### config.mk
export PLATFORM = sky130hd
export DESIGN_NAME = edpd_nlp_ctrl
export DESIGN_NICKNAME = d
export VERILOG_FILES = /design/src/rtl/edpd_nlp_ctrl.sv
export SDC_FILE = /design/constraint.sdc
export NUM_CORES = 1
export LEC_CHECK = 0
export BUFFER_PORTS_ARGS = -buffer_cell sky130_fd_sc_hd__buf_2
export CAP_MARGIN = 10
export CORE_MARGIN = 4
export CORE_UTILIZATION = 50
export DETAILED_ROUTE_END_ITERATION = 6
export PLACE_DENSITY_LB_ADDON = 0.12
export SETUP_SLACK_MARGIN = 0.15
export SYNTH_ARGS = -nofsm -noshare
export SYNTH_HDL_FRONTEND = slang
export SYNTH_SLANG_ARGS = --single-unit
### constraint.sdc
create_clock -name clk -period 2.8 [get_ports clk]
set_input_delay 0.14 -clock clk [delete_from_list [all_inputs] [get_ports clk]]
set_output_delay 0.14 -clock clk [all_outputs]
set_load 0.02 [all_outputs]
### src/rtl/edpd_nlp_ctrl.sv
module edpd_nlp_ctrl #(
  parameter int TX_N0 = 1000,
  parameter int TX_N1 = 768,
  parameter int TX_N2 = 512,
  parameter int TX_N3 = 256,
  parameter int GAP_M0 = 64,
  parameter int GAP_M1 = 256,
  parameter int GAP_M2 = 512,
  parameter int GAP_M3 = 1000,
  parameter int XOVER_MS = 1984,
  parameter int XW = $clog2(XOVER_MS + 1)
) (
  input  logic          clk,
  input  logic          rst_n,
  input  logic          cfg_we,
  input  logic [15:0]   cfg_wdata,
  output logic [15:0]   cfg_rdata,
  input  logic          pwr_down,
  input  logic          tick_ms,
  input  logic          nlp_rx,
  output logic          nlp_tx,
  output logic          wake_req,
  output logic          xover_ext_en,
  output logic [XW-1:0] xover_ext_ms
);

  function automatic int max4(int a, int b, int c, int d);
    int m;
    m = a;
    if (b > m) m = b;
    if (c > m) m = c;
    if (d > m) m = d;
    return m;
  endfunction

  localparam int TMAX = max4(max4(TX_N0, TX_N1, TX_N2, TX_N3), GAP_M0, GAP_M1,
                             max4(GAP_M0, GAP_M1, GAP_M2, GAP_M3));
  localparam int CW = $clog2(TMAX + 1);

  logic          tx_en, rx_single, xext;
  logic [1:0]    tx_sel, gap_sel;
  logic [CW-1:0] tx_cnt, gap_cnt, tx_lim, gap_lim;
  logic          armed;

  always_ff @(posedge clk) begin
    if (!rst_n) begin
      tx_en     <= 1'b0;
      tx_sel    <= 2'd0;
      rx_single <= 1'b0;
      gap_sel   <= 2'd0;
      xext      <= 1'b0;
    end else if (cfg_we) begin
      tx_en     <= cfg_wdata[15];
      tx_sel    <= cfg_wdata[14:13];
      rx_single <= cfg_wdata[12];
      gap_sel   <= cfg_wdata[11:10];
      xext      <= cfg_wdata[0];
    end
  end

  assign cfg_rdata    = {tx_en, tx_sel, rx_single, gap_sel, 9'd0, xext};
  assign xover_ext_en = xext;
  assign xover_ext_ms = XW'(XOVER_MS);

  always_comb begin
    case (tx_sel)
      2'd0:    tx_lim = CW'(TX_N0);
      2'd1:    tx_lim = CW'(TX_N1);
      2'd2:    tx_lim = CW'(TX_N2);
      default: tx_lim = CW'(TX_N3);
    endcase
    case (gap_sel)
      2'd0:    gap_lim = CW'(GAP_M0);
      2'd1:    gap_lim = CW'(GAP_M1);
      2'd2:    gap_lim = CW'(GAP_M2);
      default: gap_lim = CW'(GAP_M3);
    endcase
  end

  always_ff @(posedge clk) begin
    if (!rst_n || !pwr_down || !tx_en) begin
      tx_cnt <= '0;
      nlp_tx <= 1'b0;
    end else begin
      nlp_tx <= 1'b0;
      if (tick_ms) begin
        if (tx_cnt + CW'(1) >= tx_lim) begin
          tx_cnt <= '0;
          nlp_tx <= 1'b1;
        end else begin
          tx_cnt <= tx_cnt + CW'(1);
        end
      end
    end
  end

  always_ff @(posedge clk) begin
    if (!rst_n || !pwr_down) begin
      wake_req <= 1'b0;
      armed    <= 1'b0;
      gap_cnt  <= '0;
    end else if (!wake_req) begin
      if (nlp_rx && (rx_single || armed)) begin
        wake_req <= 1'b1;
        armed    <= 1'b0;
      end else if (nlp_rx) begin
        armed   <= 1'b1;
        gap_cnt <= '0;
      end else if (armed && tick_ms) begin
        if (gap_cnt + CW'(1) >= gap_lim) begin
          armed   <= 1'b0;
          gap_cnt <= '0;
        end else begin
          gap_cnt <= gap_cnt + CW'(1);
        end
      end
    end
  end

endmodule

* Word-level counts from Yosys, hierarchy flattened
Index checks and enable logic that the tools add are counted.
** Cells by class
- Bitwise gates (word level) :: 3
- Eq/ne operators :: 4
- $lt $le $gt $ge :: 2
- Reductions and logical operators :: 16
- $add $sub $neg :: 2
- Multiplexer cells :: 13
** Operator list (count)
- one-hot mux 10 bit (3 select lines) :: 2
- two-way mux 10 bit :: 4
- adder 10 x 1 -> 10 bit, second input constant :: 2
- greater-or-equal comparator 10 bit :: 2
- two-way mux 1 bit :: 7
- AND reduction 3 bit :: 2
- nonzero test 3 bit :: 2
- equality test 2 x 1 -> 1 bit, second input constant :: 2
- equality test 2 bit, second input constant :: 2
- zero test 2 bit :: 2
- zero test 1 bit :: 3
- logical OR 1 bit :: 3
- NOT 1 bit :: 3
- logical AND 1 bit :: 2
- nonzero test 2 bit :: 1
- OR reduction 2 bit :: 1
** Word-level totals
- Output and inout bits :: 30
- Input bits :: 22
- Register bits after elaboration :: 30
- Word-level logic and storage cells :: 50

* Logic depth before layout (Yosys ltp)
- Depth after elaboration :: 7
- Mapped depth :: 11
- Depth with buffers taken out :: 10

* Worst setup path after synthesis
OpenSTA, ideal clock, no wires.
- Kind :: register to register
- Start :: reg tx_cnt[0]
- End :: reg tx_cnt[2]
- Setup time :: 0.092 ns
- Required time :: 2.708 ns
- Arrival :: 2.334 ns
- Clock period less this slack :: 2.426 ns
- Path slack :: 0.374 ns
- Cell stages (with the launch flop) :: 11
- Buffers on the path :: 0
- Cell sequence :: dfxtp_1 ha_1 nand3_1 nor2_1 and3_1 xor2_1 ha_1 a211o_1 a221oi_2 a211oi_4 nor4_1
** Between the ends
- Longest elaborated chain between the ends :: 3
** Ends and longest elaborated chain
- from (decl) :: line 42 : logic [CW-1:0] tx_cnt, gap_cnt, tx_lim, gap_lim;
- from (signal assigned) :: line 91 : tx_cnt <= tx_cnt + CW'(1);
- adder 10 x 1 -> 10 bit * :: line 87, 91
- greater-or-equal comparator 10 bit :: line 87 : if (tx_cnt + CW'(1) >= tx_lim) begin
- two-way mux 10 bit * :: line 87
Every way passes the cells marked *; elsewhere a longest branch is shown, timed or not.
A chain may end at the register's enable or synchronous reset.

* Worst setup path in the final report
- Start :: reg gap_cnt[4]
- End :: reg gap_cnt[2]
** Between the ends
- Longest elaborated chain between the ends :: 5
** Ends and longest elaborated chain
- from (decl) :: line 42
- from (signal assigned) :: line 114 : gap_cnt <= gap_cnt + CW'(1);
- adder 10 x 1 -> 10 bit :: line 110 : if (gap_cnt + CW'(1) >= gap_lim) begin
- greater-or-equal comparator 10 bit :: line 110
- two-way mux 10 bit :: line 110
- two-way mux 10 bit :: line 109 : end else if (armed && tick_ms) begin
- two-way mux 10 bit :: line 106 : end else if (nlp_rx) begin
No other way between the ends. The select of a mux whose other input is x is not followed.

==> results.py <==
metrics = {
    "synthesis": {
        "synth.top_cells.by_area": "dfxtp_1, ha_1, buf_4",
        "syn_inst": 243,
        "synth.top_cell.area_share_pct": 28.6,
        "synth_edf_count": 0,
        "ys_types": 45,
        "ys.flop_type": "dfxtp_1",
        "synth-async-reset-ratio_pct": 0,
        "synth-seq-cells": 30,
        "yosys_warnings": 0,
        "avgSynthCellArea_um2": 8.66,
        "synth.largest_area_cell": "dfxtp_1",
        "yosysSeqAreaShare_pct": 28.6,
        "synth_area_um2": 2100,
    },
    "run": {
        "cap_violations": 0,
    },
    "global_route": {
        "track_usage_pct": 16.6,
        "antenna_found_initial": 0,
        "grt_pass1_vias": 1500,
        "grt_max_degree": 21,
        "grt_pass1_wl_um": 6920,
        "grt_overflow": 0,
    },
    "drt": {
        "drc": 0,
        "drt_iter0_markers": 75,
        "final_antenna_net_count": 0,
        "routed_wl_um": 4290,
        "via_per_inst": 5.26,
        "via_count": 1720,
        "firstDrtPassIters": 4,
        "routedWlPerCell_um": 13.1,
    },
    "timing": {
        "slew_headroom_pct": 63.1,
        "drv_slew": 0,
        "finalHoldViolCount": 0,
        "setup_tns_ns": 0,
        "worstMarginPinSlew_ns": 0.552,
        "fin_crit_ns": 2.55,
        "min_period_over_period_pct": 90.9,
        "setup_violations": 0,
        "timing.fmax_mhz": 393,
        "finClkSkew_ns": 0.00285,
        "rsz0062_at_grt": "true",
    },
    "power_and_ir_drop": {
        "intPower_mw": 0.738,
        "p_leak_nw": 1.10,
        "comb_power_share_pct": 13.2,
        "swShare_pct": 26.6,
        "p_sw_mw": 0.267,
        "clkPwrFrac_pct": 43.0,
        "peakVddDrop_uv": 232,
        "p_per_area_nw_per_um2": 405,
        "seq_power_share_pct": 43.8,
        "power_mw": 1.01,
    },
    "setup_path": {
        "critPathKind": "flip-flop to flip-flop",
        "worstPathCellList": "and4_4, and3_4, nand2_2, xnor2_2, ha_1, a21o_1, a211oi_2, nor4b_4, buf_6, buf_4, a31oi_1, mux2i_1",
        "reg2reg_to": "gap_cnt[2]$_SDFFE_PP0P_",
        "r2r_start": "gap_cnt[4]$_SDFFE_PP0P_",
        "start_kind": "flip-flop",
        "cp.depth": 12,
        "r2r_setup_slack_ns": 0.25,
        "crit_end": "gap_cnt[2]$_SDFFE_PP0P_",
        "crit_path_top_delay_cell": "dfxtp_2",
        "crit_fanout": 5,
        "critical-path-top-delay-family": "simple AND/OR/NAND/NOR gates",
        "path_buf_inv": 2,
        "arrival_ns": 2.76,
        "critical-path-max-stage-delay_ns": 0.36,
        "crit_required_ns": 3.02,
        "ff2ff_path_depth": 12,
        "endpoint_kind": "flip-flop",
        "startpoint": "gap_cnt[4]$_SDFFE_PP0P_",
    },
    "place": {
        "dp.cells": 309,
        "detailed_place_hpwl_um": 2960,
        "io_buffer_count": 22,
        "gp_congestion": 0.801,
    },
    "clocking": {
        "cts_tree": "yes",
        "holdBufCountCts": 0,
        "cts_buffers": 5,
        "insertion_delay_ns": 0.28,
        "path_clk_slew_ns": 0.07,
        "htree_levels": 2,
        "cts_sinks": 30,
        "clk_path_buf_depth": 2,
        "cts_root_buf": "clkbuf_8",
    },
    "floorplanning": {
        "fp.dieH_um": 72.9,
        "coreArea_um2": 4030,
        "die_w_um": 72.9,
        "row_count": 23,
        "initial_core_util_pct": 52.2,
        "io_pins": 52,
        "die_area_um2": 5310,
    },
    "cells_and_area": {
        "antenna_cells": 0,
        "final_cell_mix": "dfxtp_1, buf_2, conb_1",
        "syn_to_final_growth_pct": 17.8,
        "layout.nets": 317,
        "final_cells": 327,
        "postLayoutCoreUtil_pct": 61.5,
        "drive_above_1_share_pct": 28.5,
    },
    "worst_hold_path": {
        "min_path_type": "primary input to flip-flop",
    },
    "status": {
        "status": "complete, no violations",
    },
}
-- flip-flops by register name (all words and copies together) (netlist names) --
signal        count
armed             1
tx_cnt           10
tx_en             1
tx_sel            2
gap_cnt          10
rx_single         1
gap_sel           2
wake_req          1
xover_ext_en      1
nlp_tx            1
-- power groups by stage --
stage	Sequential, mW	Combinational (mW)	Clock, mW
after global routing	0.442	0.145	0.457
after detailed placement	0.453	0.124	0
after CTS	0.444	0.125	0.442
final	0.440	0.132	0.433
after floorplan	0.458	0.114	0
after global placement	0.453	0.124	0
-- repair_timing --
item / CTS / global route
gates cloned: 0 / 0
setup buffers: 0 / 10
pin swaps: 0 / 5
resized for setup: 2 / 30
endpoints found under the setup margin: 5 / 20
-- tightest hold or removal path, stage by stage --
cell,delay (ns)
buf_2,0.07
mux2i_1,0.05
nor2b_1,0.09
-- through the flow --
stage          hold slack, ns  worst slack [ns]  area, um2
2_1_floorplan           0.302             0.374       2170
3_3_place_gp            0.395             0.181       2190
3_5_place_dp            0.402             0.150       2190
6_report                0.109             0.254       2480
5_1_grt                 0.117            0.0791       2480
4_1_cts                 0.103             0.154       2300
-- cells in the mapped netlist (3+ instances only) --
library cell  count
a21oi_1           7
a31oi_1           4
a32o_1            4
and2_1            3
and3_1            8
buf_4            23
clkbuf_1          7
dfxtp_1          30
ha_1             19
inv_1            10
mux2i_1          10
nand2_1          13
nand3_1          15
nand4_1           4
nor2_1           14
nor2b_1           8
nor3_1            4
nor4_1            7
o21ai_0           8
xnor2_1           8
xor2_1            7
-- final cells by class --
type	instances	area (um2)
Clock inverter	3	40.0
Sequential cell	30	621
Tap cell	50	62.6
Multi-Input combinational cell	187	1390
Clock buffer	5	68.8
Timing Repair Buffer	42	264
Fill cell	330	1550
Inverter	10	37.5
-- worst min-delay path by stage --
stage | startpoint | endpoint | slack [ns] | cells after the start
after CTS | cfg_wdata[12] | rx_single$_SDFFE_PN0P_ | 0.10 | 3
final | cfg_wdata[11] | gap_sel[1]$_SDFFE_PN0P_ | 0.11 | 3
after global placement | cfg_wdata[0] | xover_ext_en$_SDFFE_PN0P_ | 0.40 | 3
after floorplan | nlp_rx | wake_req$_SDFF_PP0_ | 0.30 | 2
after global routing | cfg_wdata[15] | tx_en$_SDFFE_PN0P_ | 0.12 | 3
after detailed placement | cfg_wdata[12] | rx_single$_SDFFE_PN0P_ | 0.40 | 3
-- cells by family after synthesis --
logic type | count (synthesis) | share of synthesized area, %
xor+xnor | 15 | 6.25
compound gates | 41 | 14.9
simple gates | 82 | 21.1
buf+inv | 44 | 12.8
fa+ha+maj | 19 | 11.3
other cells | 2 | 0.357
mux | 10 | 4.76
flops | 30 | 28.6
-- metal layers --
layer / wire [um] / vias up / GRT usage, %
met5: 0 / - / 0
met4: 84 / 0 / 4.92
met3: 198 / 10 / 4.68
met2: 1980 / 41 / 25.9
met1: 2030 / 781 / 22.4
li1: - / 888 / -
No activity file was read; power rests on OpenSTA's default activity.
